File: config.mk
export PLATFORM = sky130hd
export DESIGN_NAME = txdesc_poll_engine
export DESIGN_NICKNAME = d
export VERILOG_FILES = /design/src/rtl/tdp_pkg.sv /design/src/rtl/tdp_poll_timer.sv /design/src/rtl/tdp_ring_index.sv /design/src/rtl/tdp_byte_feed.sv /design/src/rtl/txdesc_poll_engine.sv
export SDC_FILE = /design/constraint.sdc
export NUM_CORES = 1
export LEC_CHECK = 0
export BUFFER_PORTS_ARGS = -buffer_cell sky130_fd_sc_hd__clkbuf_2
export CELL_PAD_IN_SITES_DETAIL_PLACEMENT = 1
export CELL_PAD_IN_SITES_GLOBAL_PLACEMENT = 2
export CORE_MARGIN = 2
export CORE_UTILIZATION = 30
export CTS_CLUSTER_SIZE = 12
export DETAILED_ROUTE_END_ITERATION = 12
export GPL_TIMING_DRIVEN = 1
export PLACE_DENSITY = 0.75
export SLEW_MARGIN = 15
export SYNTH_ARGS = -nofsm -noshare
export SYNTH_HDL_FRONTEND = slang
export SYNTH_HIERARCHICAL = 1
export SYNTH_SLANG_ARGS = --single-unit
File: constraint.sdc
create_clock -name clk -period 4 [get_ports clk]
set_clock_uncertainty 0.1 [all_clocks]
set_input_delay 0.4 -clock clk [delete_from_list [all_inputs] [get_ports clk]]
set_output_delay 0.4 -clock clk [all_outputs]
set_load 0.02 [all_outputs]
File: src/rtl/tdp_pkg.sv
package tdp_pkg;
  typedef enum logic [3:0] {
    S_IDLE,
    S_STAT_REQ,
    S_STAT_RSP,
    S_BASE_REQ,
    S_BASE_RSP,
    S_DATA_REQ,
    S_DATA_RSP,
    S_SEND,
    S_MISC_WR,
    S_STAT_WR
  } tdp_state_e;

  localparam int OFS_STAT = 4;
  localparam int OFS_MISC = 8;
  localparam int OWN_BIT  = 31;
  localparam int ERR_BIT  = 30;
endpackage

File: src/rtl/tdp_poll_timer.sv
module tdp_poll_timer #(
  parameter int POLL_CYCLES = 4096
) (
  input  logic clk,
  input  logic rst_n,
  input  logic demand,
  input  logic idle,
  output logic go
);
  localparam int CW = $clog2(POLL_CYCLES + 1);

  logic [CW-1:0] cnt;
  logic          pend;

  assign go = idle && (pend || demand || (cnt == CW'(POLL_CYCLES - 1)));

  always_ff @(posedge clk) begin
    if (!rst_n) begin
      cnt  <= '0;
      pend <= 1'b0;
    end else begin
      pend <= (pend || demand) && !go;
      if (!idle || go) cnt <= '0;
      else             cnt <= cnt + 1'b1;
    end
  end


  poll_window_chk: assert property (@(posedge clk) disable iff (!rst_n)
    cnt < CW'(POLL_CYCLES));
endmodule

File: src/rtl/tdp_ring_index.sv
module tdp_ring_index #(
  parameter int AW    = 32,
  parameter int IDX_W = 8,
  parameter int LOG_W = 4
) (
  input  logic             clk,
  input  logic             rst_n,
  input  logic [AW-1:0]    ring_base,
  input  logic [LOG_W-1:0] ring_log2,
  input  logic             advance,
  output logic [AW-1:0]    desc_addr
);
  logic [IDX_W-1:0] idx;
  logic [IDX_W-1:0] mask;

  always_comb begin
    for (int i = 0; i < IDX_W; i++) mask[i] = (LOG_W'(i) < ring_log2);
  end

  always_ff @(posedge clk) begin
    if (!rst_n)       idx <= '0;
    else if (advance) idx <= (idx + 1'b1) & mask;
  end

  assign desc_addr = ring_base + (AW'(idx) << 4);


  idx_in_ring_chk: assert property (@(posedge clk) disable iff (!rst_n)
    advance |=> ((idx & ~$past(mask)) == '0));
endmodule

File: src/rtl/tdp_byte_feed.sv
module tdp_byte_feed (
  input  logic        clk,
  input  logic        rst_n,
  input  logic        load_len,
  input  logic [15:0] count,
  input  logic        load_word,
  input  logic [31:0] word,
  input  logic        fire,
  output logic [7:0]  byte_out,
  output logic        first,
  output logic        last,
  output logic        lane_end
);
  logic [31:0] word_q;
  logic [1:0]  lane;
  logic [15:0] rem;

  always_ff @(posedge clk) begin
    if (!rst_n) begin
      word_q <= '0;
      lane   <= '0;
      rem    <= '0;
      first  <= 1'b0;
    end else begin
      if (load_word) word_q <= word;
      if (load_len) begin
        rem   <= count;
        lane  <= '0;
        first <= 1'b1;
      end else if (fire) begin
        rem   <= rem - 1'b1;
        lane  <= lane + 1'b1;
        first <= 1'b0;
      end
    end
  end

  assign byte_out = word_q[8*lane +: 8];
  assign last     = (rem == 16'd1);
  assign lane_end = (lane == 2'd3);


  no_underrun_chk: assert property (@(posedge clk) disable iff (!rst_n)
    fire |-> (rem != '0));
endmodule

File: src/rtl/txdesc_poll_engine.sv
module txdesc_poll_engine
  import tdp_pkg::*;
#(
  parameter int AW          = 32,
  parameter int IDX_W       = 8,
  parameter int LOG_W       = 4,
  parameter int POLL_CYCLES = 4096
) (
  input  logic             clk,
  input  logic             rst_n,
  input  logic             tx_demand,
  input  logic [AW-1:0]    ring_base,
  input  logic [LOG_W-1:0] ring_log2,
  output logic             mem_req_valid,
  input  logic             mem_req_ready,
  output logic             mem_req_we,
  output logic [AW-1:0]    mem_req_addr,
  output logic [31:0]      mem_req_wdata,
  input  logic             mem_rsp_valid,
  input  logic [31:0]      mem_rsp_data,
  output logic             tx_valid,
  input  logic             tx_ready,
  output logic [7:0]       tx_data,
  output logic             tx_sof,
  output logic             tx_eof
);
  tdp_state_e    st;
  logic [15:0]   stat_q, len_q;
  logic          err_q;
  logic [AW-1:0] buf_ptr, desc_addr;
  logic          go, acc, fire, last, lane_end, advance;

  assign acc     = mem_req_valid && mem_req_ready;
  assign fire    = tx_valid && tx_ready;
  assign advance = (st == S_STAT_WR) && acc;

  tdp_poll_timer #(.POLL_CYCLES(POLL_CYCLES)) u_timer (
    .clk(clk), .rst_n(rst_n), .demand(tx_demand),
    .idle(st == S_IDLE), .go(go)
  );

  tdp_ring_index #(.AW(AW), .IDX_W(IDX_W), .LOG_W(LOG_W)) u_ring (
    .clk(clk), .rst_n(rst_n), .ring_base(ring_base), .ring_log2(ring_log2),
    .advance(advance), .desc_addr(desc_addr)
  );

  tdp_byte_feed u_feed (
    .clk(clk), .rst_n(rst_n),
    .load_len((st == S_BASE_RSP) && mem_rsp_valid),
    .count(16'h0 - len_q),
    .load_word((st == S_DATA_RSP) && mem_rsp_valid),
    .word(mem_rsp_data), .fire(fire),
    .byte_out(tx_data), .first(tx_sof), .last(last), .lane_end(lane_end)
  );

  assign tx_valid = (st == S_SEND);
  assign tx_eof   = last;

  always_comb begin
    mem_req_valid = 1'b0;
    mem_req_we    = 1'b0;
    mem_req_addr  = desc_addr;
    mem_req_wdata = '0;
    case (st)
      S_STAT_REQ: begin
        mem_req_valid = 1'b1;
        mem_req_addr  = desc_addr + AW'(OFS_STAT);
      end
      S_BASE_REQ: mem_req_valid = 1'b1;
      S_DATA_REQ: begin
        mem_req_valid = 1'b1;
        mem_req_addr  = buf_ptr;
      end
      S_MISC_WR: begin
        mem_req_valid = 1'b1;
        mem_req_we    = 1'b1;
        mem_req_addr  = desc_addr + AW'(OFS_MISC);
      end
      S_STAT_WR: begin
        mem_req_valid = 1'b1;
        mem_req_we    = 1'b1;
        mem_req_addr  = desc_addr + AW'(OFS_STAT);
        mem_req_wdata = {stat_q & 16'h7FFF, len_q};
        mem_req_wdata[ERR_BIT] = err_q;
      end
      default: ;
    endcase
  end

  always_ff @(posedge clk) begin
    if (!rst_n) begin
      st      <= S_IDLE;
      stat_q  <= '0;
      len_q   <= '0;
      err_q   <= 1'b0;
      buf_ptr <= '0;
    end else begin
      case (st)
        S_IDLE:     if (go) st <= S_STAT_REQ;
        S_STAT_REQ: if (acc) st <= S_STAT_RSP;
        S_STAT_RSP: if (mem_rsp_valid) begin
          if (!mem_rsp_data[OWN_BIT]) st <= S_IDLE;
          else begin
            stat_q <= mem_rsp_data[31:16];
            len_q  <= mem_rsp_data[15:0];
            err_q  <= !mem_rsp_data[15];
            st     <= mem_rsp_data[15] ? S_BASE_REQ : S_MISC_WR;
          end
        end
        S_BASE_REQ: if (acc) st <= S_BASE_RSP;
        S_BASE_RSP: if (mem_rsp_valid) begin
          buf_ptr <= {mem_rsp_data[AW-1:2], 2'b00};
          st      <= S_DATA_REQ;
        end
        S_DATA_REQ: if (acc) st <= S_DATA_RSP;
        S_DATA_RSP: if (mem_rsp_valid) begin
          buf_ptr <= buf_ptr + AW'(4);
          st      <= S_SEND;
        end
        S_SEND: if (fire) begin
          if (last)          st <= S_MISC_WR;
          else if (lane_end) st <= S_DATA_REQ;
        end
        S_MISC_WR: if (acc) st <= S_STAT_WR;
        S_STAT_WR: if (acc) st <= S_STAT_REQ;
        default:   st <= S_IDLE;
      endcase
    end
  end


  tx_hold_chk: assert property (@(posedge clk) disable iff (!rst_n)
    tx_valid && !tx_ready |=> tx_valid && $stable(tx_data) && $stable(tx_sof) && $stable(tx_eof));

  req_hold_chk: assert property (@(posedge clk) disable iff (!rst_n)
    mem_req_valid && !mem_req_ready |=> mem_req_valid && $stable(mem_req_addr)
      && $stable(mem_req_we) && $stable(mem_req_wdata));

  own_release_chk: assert property (@(posedge clk) disable iff (!rst_n)
    mem_req_valid && mem_req_we && (mem_req_addr[3:0] == 4'h4) |-> !mem_req_wdata[OWN_BIT]);

  one_channel_chk: assert property (@(posedge clk) disable iff (!rst_n)
    $onehot0({tx_valid, mem_req_valid}));
endmodule

==> results.json <==
{
  "worstPathArrival_ps": 3730,
  "dpl.hpwl_mm": 26.0,
  "cts_tree": "yes",
  "r2r_start": "st[0]",
  "detail_route.vias_per_cell": 5.44,
  "grt-ovfl-total": 0,
  "hold_violations": 0,
  "synth.most_common_cell": "nand2_1",
  "numCtsBuffers": 17,
  "yosysWarnings": 6,
  "yosysTopAreaCellShare_pct": 29.7,
  "critical_path_class": "flop to primary output",
  "fin_crit_sh_pct": 106,
  "leakage_nw": 4.66,
  "syn-instance-count": 1179,
  "grt_setup_unrepaired": "yes",
  "synth_area_leaders": "dfxtp_1, nand2_1, mux2i_1",
  "grt_pass1_vias": 9833,
  "remaining_drc_errors": 0,
  "status": "finished, violations left",
  "firstDrtPassIters": 5,
  "clk_pin_slew_ps": 60,
  "fin_cells": 1795,
  "hold_depth": 3,
  "fmax_mhz": 236,
  "ys_seq_area_share_pct": 29.7,
  "syn_area_per_cell_um2": 7.90,
  "vias": 9757,
  "fin_crit_ps": 4230,
  "final_core_util_pct": 40.4,
  "cts_htree_levels": 4,
  "maxCapViolations": 0,
  "slew_headroom_pct": 30.2,
  "worstHoldStart": "mem_rsp_data[1]",
  "worst_r2r_path_depth": 7,
  "drt_iter0_markers": 522,
  "ant_nets": 0,
  "gp_congestion": 0.805,
  "fillCellCount": 3704,
  "antenna_found_initial": 1,
  "worst_pin_slew_ps": 1040,
  "final_nets": 1478,
  "power_density_nw_per_um2": 395,
  "peakVddDrop_mv": 0.316,
  "wl_per_cell_um": 19.8,
  "cts.sinks": 138,
  "areaGrowthSynthToFinish_pct": 32.6,
  "cts.path.max_buffers": 2,
  "crit_start": "u_ring/idx[0]",
  "start_kind": "flop",
  "post_synth_num_cell_types": 83,
  "required_ps": 3500,
  "synthFlopType": "dfxtp_1",
  "synthArstFlopShare_pct": 0,
  "drive_gt1_share_pct": 28.7,
  "synthTopCellsByCount": "nand2_1, dfxtp_1, a21oi_1",
  "synth_top_cell_by_area": "dfxtp_1",
  "numPortBuffers": 149,
  "holdBufCountCts": 0,
  "drt_wl_total_mm": 35.5,
  "syn_nets": 1271,
  "fp.coreArea_um2": 30600,
  "layout_setup_ws_ps": -229,
  "clk_latency_ps": 440,
  "grt_usage_pct": 21.0,
  "setup_violations": 12,
  "netlist_area_um2": 9310,
  "pre_cts_slack_ps": -123,
  "hold_path_class": "input port to flop",
  "drv_slew": 0,
  "placed_cells": 1723,
  "synth_edf_count": 0,
  "cts_root_buf": "clkbuf_16",
  "critPathMaxFanout": 6,
  "grt_max_degree": 78,
  "io_pins": 151,
  "die_w_um": 180,
  "ys_ff_latch": 138,
  "violations": "setup timing",
  "die_height_um": 180,
  "start_util_pct": 30.4,
  "die_area_um2": 32500,
  "num_rows": 64,
  "grt_pass1_wl_mm": 54.8,
  "end_kind": "primary output",
  "diodes": 0
}
==> flip-flops by register name, summed over array words and instances, names as in the netlist <==
name	flops
u_feed/word_q	32
buf_ptr	30
len_q	16
u_feed/rem	16
stat_q	14
u_timer/cnt	13
u_ring/idx	8
st	4
u_feed/lane	2
err_q	1
u_feed/first	1
u_timer/pend	1
==> repair_timing <==
| item | 4_1_cts | 5_1_grt |
|---|---|---|
| resized for setup | 65 | 69 |
| setup endpoints to repair | 19 | 20 |
| pin swaps | 40 | 51 |
| setup buffers | 25 | 25 |
==> critical path, cell delays in order, from the launching register on <==
cell      delay [ps]
dfxtp_2          350
ha_4             140
inv_2             40
fa_2             330
nand2b_4         160
a21oi_4          160
buf_6            130
o21ai_4           60
buf_4            160
buf_6            130
nor3_4           130
xor2_1           190
buf_4            160
nand4_1          200
or4b_4           530
a31o_1           250
clkbuf_8         150
==> report_power, final <==
part,switching (mW),leakage [nW],total [mW],internal [mW]
logic,0.939,3.22,1.51,0.575
clock network,0.663,0.328,1.84,1.17
registers,0.0944,1.12,1.53,1.43
==> placed cells by master (no fill, tap or decap), drive strengths merged, types with 9 or more instances in the layout <==
master	instances
buf	130
mux2i	45
dfxtp	138
nor2	69
clkbuf	151
nand2	141
a31oi	14
and2	44
and3	12
inv	33
xor2	29
nand3	52
o21ai	51
or3	11
a211oi	11
nor4	20
clkinv	9
nor3	33
nor2b	41
ha	17
xnor2	44
o211ai	16
nand4	32
a21oi	87
and4	9
a22oi	9
==> area by class of cell <==
cell class	count	area [um^2]	share of cell area, %
inverter	34	128	1.03
clock buffer	17	425	3.45
tap	396	495	4.01
clock inverter	15	246	2.00
timing repair buffer	264	1720	13.9
sequential	138	2770	22.4
multi-input combinational	931	6560	53.1
==> routing by layer <==
metal / vias to the layer above / GRT usage, % / routed length (um)
li1: 4701 / - / -
met1: 4813 / 26.8 / 15900
met4: 0 / 6.29 / 765
met3: 55 / 3.33 / 1130
met2: 188 / 36.4 / 17800
met5: - / 0 / 0
==> final timing paths <==
path | to | slack (ps)
hold / removal | len_q[1] | 130
setup reg to reg | st[1] | 840
setup / recovery | mem_req_addr[29] | -230
hold reg to reg | stat_q[3] | 350
==> metrics by stage <==
stage / setup TNS (ps) / total power, mW / hold slack (ps) / cell area, um^2
after floorplan: 0 / 2.39 / 330 / 9350
after global placement: -193 / 2.93 / 339 / 10900
after detailed placement: -354 / 2.95 / 345 / 10900
after CTS: -889 / 4.87 / 105 / 12000
after global routing: -3760 / 5.11 / 119 / 12300
final: -1670 / 4.88 / 126 / 12300
==> cells by family (layout without fill, tap and decap cells) <==
group / count (synthesis) / count (layout) / synth area share (%)
xor+xnor: 73 / 73 / 6.87
simple gates: 511 / 511 / 29.8
other cells: 1 / 1 / 0.0403
buf+inv: 110 / 330 / 4.96
mux: 55 / 55 / 7.01
compound gates: 273 / 273 / 19.2
fa+ha+maj: 18 / 18 / 2.50
flops: 138 / 138 / 29.7
No activity file was read; power rests on OpenSTA's default activity.
